[src/rtl/snp_pkg.sv]
package snp_pkg;

  typedef enum logic [1:0] {
    DC_I = 2'b00,
    DC_S = 2'b01,
    DC_E = 2'b10,
    DC_M = 2'b11
  } dc_state_e;

  typedef enum logic [2:0] {
    ST_IDLE = 3'd0,
    ST_LKP  = 3'd1,
    ST_WB   = 3'd2,
    ST_UPD  = 3'd3,
    ST_ACK  = 3'd4
  } snp_fsm_e;

  // next data-cache state for a snooped line
  function automatic dc_state_e dc_next(input dc_state_e cur, input logic inv);
    if (cur == DC_I) return DC_I;
    return inv ? DC_I : DC_S;
  endfunction

  // next instruction-cache valid bit
  function automatic logic ic_next(input logic valid, input logic inv);
    return valid & ~inv;
  endfunction

  function automatic logic dc_needs_wb(input logic hit, input dc_state_e cur);
    return hit && (cur == DC_M);
  endfunction

endpackage

[src/rtl/snp_state_calc.sv]
module snp_state_calc
  import snp_pkg::*;
(
  input  logic      inv,
  input  logic      dc_hit,
  input  dc_state_e dc_cur,
  input  logic      ic_hit,
  input  logic      ic_valid,
  output dc_state_e dc_nxt,
  output logic      dc_chg,
  output logic      ic_nxt,
  output logic      ic_chg,
  output logic      need_wb,
  output logic      hit_any
);
  logic dc_live, ic_live;

  always_comb begin
    dc_live = dc_hit && (dc_cur != DC_I);
    ic_live = ic_hit && ic_valid;
    dc_nxt  = dc_next(dc_cur, inv);
    ic_nxt  = ic_next(ic_valid, inv);
    dc_chg  = dc_live && (dc_nxt != dc_cur);
    ic_chg  = ic_live && (ic_nxt != ic_valid);
    need_wb = dc_needs_wb(dc_hit, dc_cur);
    hit_any = dc_live || ic_live;
  end
endmodule

[src/rtl/snp_ctrl.sv]
module snp_ctrl
  import snp_pkg::*;
(
  input  logic clk,
  input  logic rst_n,
  input  logic req,
  input  logic need_wb,
  input  logic hit_any,
  input  logic wb_done,
  output logic in_lkp,
  output logic in_wb,
  output logic in_upd,
  output logic in_ack
);
  snp_fsm_e st_q, st_d;

  always_comb begin
    st_d = st_q;
    case (st_q)
      ST_IDLE: if (req) st_d = ST_LKP;
      ST_LKP:  st_d = need_wb ? ST_WB : (hit_any ? ST_UPD : ST_ACK);
      ST_WB:   if (wb_done) st_d = ST_UPD;
      ST_UPD:  st_d = ST_ACK;
      ST_ACK:  st_d = ST_IDLE;
      default: st_d = ST_IDLE;
    endcase
  end

  always_ff @(posedge clk) begin
    if (!rst_n) st_q <= ST_IDLE;
    else        st_q <= st_d;
  end

  assign in_lkp = (st_q == ST_LKP);
  assign in_wb  = (st_q == ST_WB);
  assign in_upd = (st_q == ST_UPD);
  assign in_ack = (st_q == ST_ACK);

  // writeback request held until done
  p_wb_hold_r9: assert property (@(posedge clk) disable iff (!rst_n)
    (in_wb && !wb_done) |=> in_wb);
  // only one acknowledge per accepted request
  p_ack_single_r12: assert property (@(posedge clk) disable iff (!rst_n)
    in_ack |=> !in_ack);
endmodule

[src/rtl/snoop_responder.sv]
module snoop_responder
  import snp_pkg::*;
#(
  parameter int AW = 32
) (
  input  logic          clk,
  input  logic          rst_n,
  input  logic          snp_req,
  input  logic [AW-1:0] snp_addr,
  input  logic          snp_inval,
  output logic          snp_ack,
  output logic          hitm,
  output logic [AW-1:0] tag_addr,
  input  logic          dc_lkp_hit,
  input  logic [1:0]    dc_lkp_state,
  input  logic          ic_lkp_hit,
  input  logic          ic_lkp_valid,
  output logic          dc_upd_en,
  output logic [1:0]    dc_upd_state,
  output logic          ic_upd_en,
  output logic          ic_upd_valid,
  output logic          wb_req,
  output logic [AW-1:0] wb_addr,
  input  logic          wb_done
);
  // named internal events
  logic in_lkp, in_wb, in_upd, in_ack;
  logic accept;
  logic need_wb, hit_any, dc_chg, ic_chg, ic_nxt;
  dc_state_e dc_nxt, dc_cur;

  logic [AW-1:0] addr_q;
  logic          inv_q;
  dc_state_e     dc_nxt_q, dc_cur_q;
  logic          dc_chg_q, ic_chg_q, ic_nxt_q, hit_q;

  assign dc_cur = dc_state_e'(dc_lkp_state);
  assign accept = snp_req && !in_lkp && !in_wb && !in_upd && !in_ack;

  snp_state_calc u_calc (
    .inv      (inv_q),
    .dc_hit   (dc_lkp_hit),
    .dc_cur   (dc_cur),
    .ic_hit   (ic_lkp_hit),
    .ic_valid (ic_lkp_valid),
    .dc_nxt   (dc_nxt),
    .dc_chg   (dc_chg),
    .ic_nxt   (ic_nxt),
    .ic_chg   (ic_chg),
    .need_wb  (need_wb),
    .hit_any  (hit_any)
  );

  snp_ctrl u_ctrl (
    .clk     (clk),
    .rst_n   (rst_n),
    .req     (snp_req),
    .need_wb (need_wb),
    .hit_any (hit_any),
    .wb_done (wb_done),
    .in_lkp  (in_lkp),
    .in_wb   (in_wb),
    .in_upd  (in_upd),
    .in_ack  (in_ack)
  );

  always_ff @(posedge clk) begin
    if (!rst_n) begin
      addr_q   <= '0;
      inv_q    <= 1'b0;
      dc_nxt_q <= DC_I;
      dc_cur_q <= DC_I;
      dc_chg_q <= 1'b0;
      ic_chg_q <= 1'b0;
      ic_nxt_q <= 1'b0;
      hit_q    <= 1'b0;
    end else begin
      if (accept) begin
        addr_q <= snp_addr;
        inv_q  <= snp_inval;
      end
      if (in_lkp) begin
        dc_nxt_q <= dc_nxt;
        dc_cur_q <= dc_cur;
        dc_chg_q <= dc_chg;
        ic_chg_q <= ic_chg;
        ic_nxt_q <= ic_nxt;
        hit_q    <= hit_any;
      end
    end
  end

  assign tag_addr     = addr_q;
  assign wb_addr      = addr_q;
  assign wb_req       = in_wb;
  assign hitm         = (in_lkp && need_wb) || in_wb;
  assign dc_upd_en    = in_upd && dc_chg_q;
  assign dc_upd_state = dc_nxt_q;
  assign ic_upd_en    = in_upd && ic_chg_q;
  assign ic_upd_valid = ic_nxt_q;
  assign snp_ack      = in_ack;

  // no instruction-cache write without invalidate
  p_ic_keep_r1: assert property (@(posedge clk) disable iff (!rst_n)
    ic_upd_en |-> inv_q);
  // instruction-cache writes only ever invalidate
  p_ic_inval_r2: assert property (@(posedge clk) disable iff (!rst_n)
    ic_upd_en |-> !ic_upd_valid);
  // data writes without invalidate land in shared
  p_dc_shared_r3: assert property (@(posedge clk) disable iff (!rst_n)
    (dc_upd_en && !inv_q) |-> (dc_upd_state == 2'b01));
  // hitm only for a modified line
  p_hitm_mod_r4: assert property (@(posedge clk) disable iff (!rst_n)
    hitm |-> ((in_lkp && dc_lkp_hit && dc_lkp_state == 2'b11) ||
              (in_wb && dc_cur_q == DC_M)));
  // modified line updated only right after writeback done
  p_wb_first_r5: assert property (@(posedge clk) disable iff (!rst_n)
    (dc_upd_en && dc_cur_q == DC_M) |-> $past(wb_done && wb_req));
  // invalidate writes invalid
  p_dc_inval_r6: assert property (@(posedge clk) disable iff (!rst_n)
    (dc_upd_en && inv_q) |-> (dc_upd_state == 2'b00));
  // ack for a hit follows the update cycle
  p_ack_after_upd_r7: assert property (@(posedge clk) disable iff (!rst_n)
    (snp_ack && hit_q) |-> $past(in_upd));
  // a miss is acknowledged right after lookup
  p_miss_ack_r8: assert property (@(posedge clk) disable iff (!rst_n)
    (in_lkp && !hit_any) |=> (snp_ack && !dc_upd_en && !ic_upd_en));
endmodule

[config.mk]
export PLATFORM = sky130hd
export DESIGN_NAME = snoop_responder
export DESIGN_NICKNAME = d
export VERILOG_FILES = /design/src/rtl/snp_pkg.sv /design/src/rtl/snp_state_calc.sv /design/src/rtl/snp_ctrl.sv /design/src/rtl/snoop_responder.sv
export SDC_FILE = /design/constraint.sdc
export NUM_CORES = 1
export LEC_CHECK = 0
export BUFFER_PORTS_ARGS = -buffer_cell sky130_fd_sc_hd__clkbuf_2
export CORE_MARGIN = 8
export CORE_UTILIZATION = 43
export DETAILED_ROUTE_END_ITERATION = 7
export PLACE_DENSITY = 0.89
export SLEW_MARGIN = 20
export SYNTH_ARGS = -nofsm -noshare
export SYNTH_HDL_FRONTEND = slang
export SYNTH_SLANG_ARGS = --single-unit
[constraint.sdc]
create_clock -name clk -period 1.7 [get_ports clk]
set_input_delay 0.34 -clock clk [delete_from_list [all_inputs] [get_ports clk]]
set_output_delay 0.34 -clock clk [all_outputs]
set_load 0.05 [all_outputs]
==> impl_metrics.toml, run 1 <==
[outcome]
status = "completed"

[global_route]
grt_pass1_wl_microns = 8090
grt_max_degree = 45
grt_pass1_vias = 1773
grtUsageTotal = 0.138
grt_overflow = 0
antenna_found_initial = 0

[run]
maxCapViolCount = 0

[critical_path]
cp.required_ns = 1.36
startpoint_type = "flip-flop"
crit_slowest_cell = "or3b_4"
slowest_delay_ns = 0.42
critPathBufInv = 1
cp-end-kind = "output port"
crit_family = "simple AND/OR/NAND/NOR gates"
cp.arrival_ns = 1.36
path_class = "flip-flop to output port"
worst-path-max-fanout = 4
crit_chain = "or3b_4 > o21bai_4 > buf_8"

[floorplan]
rows = 24
initial_core_util = 0.446
ioPinCount = 114
dieArea_sq_um = 6920
fp.dieW_microns = 83.2
dieHeight_microns = 83.2
coreArea_sq_um = 4350

[synth]
syn_area_sq_um = 1940
ys_ff_latch = 40
syn_avg_cell_area_sq_um = 8.70
yosys.area.top_type = "dfxtp_1"
syn_inst = 223
synth_top_area_frac = 0.413
synthFlopType = "dfxtp_1"
yosys_warnings = 0
yosysSeqAreaShare = 0.413
synth_edf_count = 0
async_flop_share = 0
syn-num-nets = 265
yosysUniqueCellTypes = 26
ys_top_cells_by_area = "dfxtp_1, mux2i_1, nand2_1"

[timing]
slew_violations = 0
hold_viol_final = 0
finalSetupViolations = 0
rsz0062_at_grt = "yes"
finalCriticalPeriod_ns = 1.70
hold_ws_ns = 0.281
skew_ns = 0.00723
post-route-period-util = 0.998
max_freq_mhz = 589

[layout]
finalNetCount = 349
n_antenna_cell = 0
drive_gt1_frac = 0.456
area_growth_pct = 30.9
final_cells = 359
stdcell_area_sq_um = 2540

[pwr]
p_comb_frac = 0.400
p_leak_nw = 1.31
p_switching_mw = 1.14
sequentialPowerShare = 0.391
swShare = 0.412
clockPowerShare = 0.208
internal_power_mw = 1.63
ir_drop_v = 0.000516
power_mw = 2.78
p_per_area_nw_per_um2 = 1090

[cts]
path_clk_slew_ns = 0.08
clockBufferDepth = 2
worstSkewPairLatency_ns = 0.28
clockRootBuffer = "clkbuf_8"
ctsHoldBuffers = 0
cts_made_buffers = 5
cts_tree = "built"
cts-htree-levels = 2
cts_sinks = 40

[routing]
wl_per_cell_microns = 14.0
detailroute.via_count = 1707
drt_first_iter_violations = 40
drc_errors = 0
viasPerCell = 4.75
drt_pass1_iterations = 4
wl_microns = 5030
ant_nets = 0

[place]
dp.cells = 345
routabilityCongestion = 0.835
dp_hpwl_microns = 3830
portBuffers = 112
dpl_cell_area_sq_um = 2320

[worst_hold_path]
hp-class = "input port to flip-flop"
==> synth_stat cells, types with 2 or more instances <==
cell type	count
nor3b_1	3
buf_4	34
clkbuf_1	8
nand3_1	2
o21ai_0	2
dfxtp_1	40
nor2_1	2
a21boi_1	2
mux2i_1	34
a21boi_0	2
a21oi_1	3
buf_6	4
or3_1	2
and3_1	2
nand2_1	72
==> per-layer routing <==
layer | GRT usage | part of all wire | vias up
li1 | - | - | 858
met1 | 0.137 | 0.39 | 776
met2 | 0.241 | 0.51 | 69
met3 | 0.0762 | 0.095 | 4
met4 | 0.0367 | 0.0080 | 0
met5 | 0 | 0 | -
==> power by group through the flow <==
stage / Sequential (mW) / Clock (mW) / Combinational (mW)
final: 1.09 / 0.578 / 1.11
after global routing: 1.10 / 0.645 / 1.17
after CTS: 1.09 / 0.610 / 1.06
after detailed placement: 1.11 / 0 / 1.03
after global placement: 1.11 / 0 / 1.02
after floorplan: 1.36 / 0 / 0.622
==> metrics by stage <==
step / setup slack [ns] / utilization / setup TNS, ns
final: 0.00347 / 0.584 / 0
after global routing: -0.0366 / 0.584 / -0.0374
after CTS: -0.00312 / 0.564 / -0.00312
after detailed placement: 0.0970 / 0.532 / 0
after global placement: 0.123 / 0.532 / 0
after floorplan: -0.188 / - / -0.188
==> final cells by class <==
class | count | area, sq um
clock buffers | 6 | 72.6
clock inverters | 1 | 5.00
fillers | 399 | 1810
multi-input cells | 136 | 853
flip-flops and latches | 40 | 812
well taps | 52 | 65.1
repair buffers | 124 | 733
==> worst reg2reg max path, cell delays in order, from the launching register on <==
cell	delay (ns)
dfxtp_4	0.34
buf_4	0.15
or3_4	0.40
a21boi_4	0.16
buf_12	0.14
buf_12	0.13
mux2i_1	0.22
==> final timing paths <==
| path | start | to | slack [ns] | cells after the start |
|---|---|---|---|---|
| worst min-delay path | snp_addr[1] | tag_addr[1] | 0.28 | 3 |
| worst max-delay path | u_ctrl.st_q[2] | hitm | 0.003 | 3 |
| worst min register to register | dc_upd_state[0] | dc_upd_state[0] | 0.47 | 2 |
| worst max register to register | u_ctrl.st_q[0] | tag_addr[25] | 0.08 | 6 |
==> flip-flops by register name, indices dropped and copies added (netlist names) <==
register and flops:
inv_q 1, dc_upd_state 1, ic_chg_q 1, tag_addr 32
dc_chg_q 1, ic_upd_valid 1, u_ctrl.st_q 3
==> placed cells by master, fill, tap and decap left out, types with 2 or more instances in the layout <==
cell type / instances
clkbuf_2: 109
nand2_1: 72
dfxtp_1: 37
mux2i_1: 34
buf_4: 7
clkbuf_8: 5
a21oi_1: 3
buf_12: 3
dfxtp_4: 3
and3_1: 2
nand3_1: 2
o21ai_0: 2
a21boi_0: 2
nor2_1: 2
clkbuf_16: 2
buf_2: 2
==> logic make-up after synthesis <==
group | after synthesis | synth area share
AOI/OAI and AO/OA | 13 | 0.0451
buffers and inverters | 47 | 0.173
DFF | 40 | 0.413
muxes | 34 | 0.175
other | 1 | 0.00193
and+or+nand+nor | 88 | 0.192
==> timing repair <==
item | CTS | global route
pin swaps | 2 | 2
buffers inserted | 4 | 1
cloned | 0 | 2
setup endpoints to repair | 4 | 25
resized for setup | 10 | 6
Note: power is estimated with default switching activity, not from simulation.
==> run 2: changes to the inputs <==
CORE_UTILIZATION = 47   (was 43)
PLACE_DENSITY = 0.95   (was 0.89)
clock period = 2.03 ns   (was 1.7 ns; I/O delays follow)
==> impl_metrics.toml, run 2 (synthesis gave the netlist of run 1 again) <==
[timing]
hold_ws_ns = 0.350
max_freq_mhz = 511
tns_ns = 0
skew_ns = 0.00485
finalCriticalPeriod_ns = 1.96
slew_violations = 0
hold_viol_final = 0
finalSetupViolations = 0
rsz0062_at_grt = "no"
fin_ws_ns = 0.0748
post-route-period-util = 0.963

[layout]
final_common_cell = "clkbuf_2"
ff_latch_area_sq_um = 801
stdcell_area_sq_um = 2360
area_growth_pct = 21.8
largest_reg_flops = 32
final_cell_mix = "clkbuf_2, nand2_1, dfxtp_1"
fill_cells = 368
finalNetCount = 342
multi_input_area_sq_um = 825
drive_gt1_frac = 0.420
n_antenna_cell = 0
final_core_util = 0.591
final_cells = 350

[pwr]
p_per_area_nw_per_um2 = 941
sequentialPowerShare = 0.411
swShare = 0.416
clockPowerShare = 0.214
ir_drop_v = 0.000472
p_switching_mw = 0.924
p_comb_frac = 0.375
internal_power_mw = 1.30
p_leak_nw = 1.24
power_mw = 2.22

[cts]
path_clk_slew_ns = 0.07
worstSkewPairLatency_ns = 0.28
cts_made_buffers = 5
cts_sinks = 40
cts_resized = 0
clockBufferDepth = 2
cts_tree = "built"
ctsHoldBuffers = 0
cts-htree-levels = 2
postCtsSetupRepairBufs = 0
clockRootBuffer = "clkbuf_8"

[outcome]
status = "completed"

[place]
portBuffers = 112
dp_hpwl_microns = 3660
place_ws_ns = 0.366
dp.cells = 343
routabilityCongestion = 0.780
dpl_cell_area_sq_um = 2290

[critical_path]
worst-path-max-fanout = 8
startpoint_type = "flip-flop"
cp-end-kind = "output port"
path_class = "flip-flop to output port"
rrSetupSlack_ns = 0.43
crit_chain = "or3b_1 > o21bai_2 > clkbuf_2"
slowest_delay_ns = 0.43
reg2reg_from = "u_ctrl.st_q[1]"
cp.arrival_ns = 1.55
r2r_end = "tag_addr[6]"
cp.required_ns = 1.62
worstRegToRegCells = 4
crit_slowest_cell = "dfxtp_1"

[floorplan]
ioPinCount = 114
initial_core_util = 0.485
coreArea_sq_um = 4000
rows = 23
dieHeight_microns = 80.3
fp.dieW_microns = 80.3
dieArea_sq_um = 6440

[routing]
viasPerCell = 4.73
wl_per_cell_microns = 12.7
drt_pass1_iterations = 4
drt_first_iter_violations = 39
drc_errors = 0
wl_microns = 4460
ant_nets = 0
detailroute.via_count = 1657

[worst_hold_path]
hp-class = "input port to flip-flop"
holdPathEnd = "tag_addr[1]"
min_from = "snp_addr[1]"
hold_depth = 3

[global_route]
grt_pass1_wl_microns = 6890
grt_pass1_vias = 1634
antenna_found_initial = 0
grtUsageTotal = 0.131
grt_max_degree = 39
grt_overflow = 0

[run]
maxCapViolCount = 0
==> run 2: routing by layer <==
layer / routed length, microns / GRT usage
met5: 0 / 0
met4: 51 / 0.0491
met3: 556 / 0.0547
met2: 2080 / 0.232
met1: 1770 / 0.134
==> run 2: area by class of cell <==
| class | count | area share |
|---|---|---|
| flip-flops and latches | 40 | 0.339 |
| clock buffers | 6 | 0.0307 |
| well taps | 50 | 0.0265 |
| clock inverters | 1 | 0.00212 |
| multi-input cells | 136 | 0.349 |
| repair buffers | 117 | 0.253 |
==> run 2: worst max-delay path, delay by kind of cell, from the launching register on <==
family / cells / cell delay, ns
DFF: 1 / 0.43
and+or+nand+nor: 1 / 0.41
buffers and inverters: 1 / 0.29
AOI/OAI and AO/OA: 1 / 0.14
==> run 2: worst max path at each step <==
| stage | from | cells after the start | to | slack, ns |
|---|---|---|---|---|
| after floorplan | u_ctrl.st_q[2] | 1 | snp_ack | 0.04 |
| after global placement | u_ctrl.st_q[0] | 3 | hitm | 0.41 |
| after detailed placement | u_ctrl.st_q[0] | 3 | hitm | 0.37 |
| after CTS | u_ctrl.st_q[0] | 3 | hitm | 0.05 |
| after global routing | u_ctrl.st_q[0] | 3 | hitm | 0.003 |
| final | u_ctrl.st_q[0] | 3 | hitm | 0.07 |
==> run 2: power groups by stage <==
stage          combinational [mW]  sequential (mW)  clock [mW]
6_report                    0.833            0.914       0.476
5_1_grt                     0.875            0.926       0.537
4_1_cts                     0.844            0.914       0.503
3_5_place_dp                0.843            0.931           0
3_3_place_gp                0.833            0.926           0
2_1_floorplan               0.520             1.14           0
==> run 3: changes to the inputs <==
REMOVE_ABC_BUFFERS = 1   (was default)
==> impl_metrics.toml, run 3 (synthesis gave the netlist of run 1 again) <==
[outcome]
status = "completed"

[cts]
postCtsSetupRepairBufs = 0
path_clk_slew_ns = 0.07
cts_made_buffers = 5
cts-htree-levels = 2
cts_tree = "built"
worstSkewPairLatency_ns = 0.27
clockRootBuffer = "clkbuf_8"
clockBufferDepth = 2
cts_sinks = 40

[layout]
ff_latch_area_sq_um = 801
final_cell_mix = "clkbuf_2, nand2_1, dfxtp_1"
multi_input_area_sq_um = 816
area_growth_pct = 21.8
drive_gt1_frac = 0.411
stdcell_area_sq_um = 2360
largest_reg_flops = 32
finalNetCount = 341
fill_cells = 352
final_common_cell = "clkbuf_2"
n_antenna_cell = 0

[critical_path]
cp.required_ns = 1.62
cp-end-kind = "output port"
path_class = "flip-flop to output port"
cp.arrival_ns = 1.51
startpoint_type = "flip-flop"
worst-path-max-fanout = 8

[place]
portBuffers = 112
routabilityCongestion = 0.823
dp_hpwl_microns = 3600
dpl_cell_area_sq_um = 2290

[pwr]
internal_power_mw = 1.29
sequentialPowerShare = 0.414
p_leak_nw = 1.23
clockPowerShare = 0.204
p_comb_frac = 0.382
ir_drop_v = 0.000544
swShare = 0.414
p_per_area_nw_per_um2 = 934
power_mw = 2.21
p_switching_mw = 0.914

[timing]
rsz0062_at_grt = "no"
post-route-period-util = 0.945
finalSetupViolations = 0
hold_viol_final = 0
slew_violations = 0
hold_ws_ns = 0.352
skew_ns = 0.00203
max_freq_mhz = 521
finalCriticalPeriod_ns = 1.92

[routing]
wl_microns = 4520
route.met2.wl_microns = 2330
drc_errors = 0
route.met3.wl_microns = 407
wl_per_cell_microns = 13.0
wl_met1_microns = 1750
top_layer = "met4"
drt_first_iter_violations = 85
detailroute.via_count = 1666
viasPerCell = 4.80
drt_pass1_iterations = 4
ant_nets = 0

[global_route]
grt_pass1_vias = 1699
grt_max_degree = 43
grtUsageTotal = 0.136
grt_overflow = 0
grt_pass1_wl_microns = 7130
antenna_found_initial = 0

[worst_hold_path]
hp-class = "input port to flip-flop"

[floorplan]
fp.dieW_microns = 80.3
initial_core_util = 0.485
ioPinCount = 114
rows = 23
dieHeight_microns = 80.3
coreArea_sq_um = 4000
dieArea_sq_um = 6440

[run]
maxCapViolCount = 0
[run 3: per-stage QoR]
step / worst slack (ns) / util / setup TNS (ns) / std cells
5_1_grt: 0.00151 / 0.591 / 0 / 347
4_1_cts: 0.0713 / 0.591 / 0 / 347
3_5_place_dp: 0.382 / 0.574 / 0 / 342
3_3_place_gp: 0.426 / 0.574 / 0 / 342
6_report: 0.112 / 0.591 / 0 / 347
2_1_floorplan: -1.36 / - / -45.72 / 176
[run 3: path summary, 6_finish.rpt]
check	startpoint	cells past startpoint	end	slack (ns)
worst min-delay path	snp_addr[10]	3	tag_addr[10]	0.35
worst min register to register	dc_upd_state[0]	2	dc_upd_state[0]	0.45
worst max register to register	u_ctrl.st_q[1]	4	tag_addr[31]	0.46
worst max-delay path	u_ctrl.st_q[0]	3	hitm	0.11
[run 3: layer usage]
layer / track usage / up-vias
li1: - / 839
met2: 0.262 / 67
met5: 0 / -
met4: 0.0436 / 0
met3: 0.0480 / 5
met1: 0.129 / 755
[run 3: critical path: stages (launching register included)]
cell      delay [ns]
dfxtp_1         0.43
or3b_1          0.40
o21bai_1        0.14
buf_2           0.27
[run 3: layout make-up]
class	count	area share
Clock buffer	5	0.0291
Tap cell	50	0.0265
Timing Repair Buffer	116	0.260
Multi-Input combinational cell	136	0.345
Sequential cell	40	0.339
[run 3: power groups by stage]
stage	clock network [mW]	logic [mW]	registers [mW]
CTS	0.470	0.853	0.914
global route	0.505	0.881	0.927
finish	0.450	0.842	0.915
floorplan	0	0.196	1.35
detailed placement	0	0.852	0.931
global placement	0	0.838	0.926
[run 3: timing repair]
item | 4_1_cts | 5_1_grt
gates resized for setup | 0 | 1
hold buffers | 0 | 0
setup endpoints to repair | 0 | 1
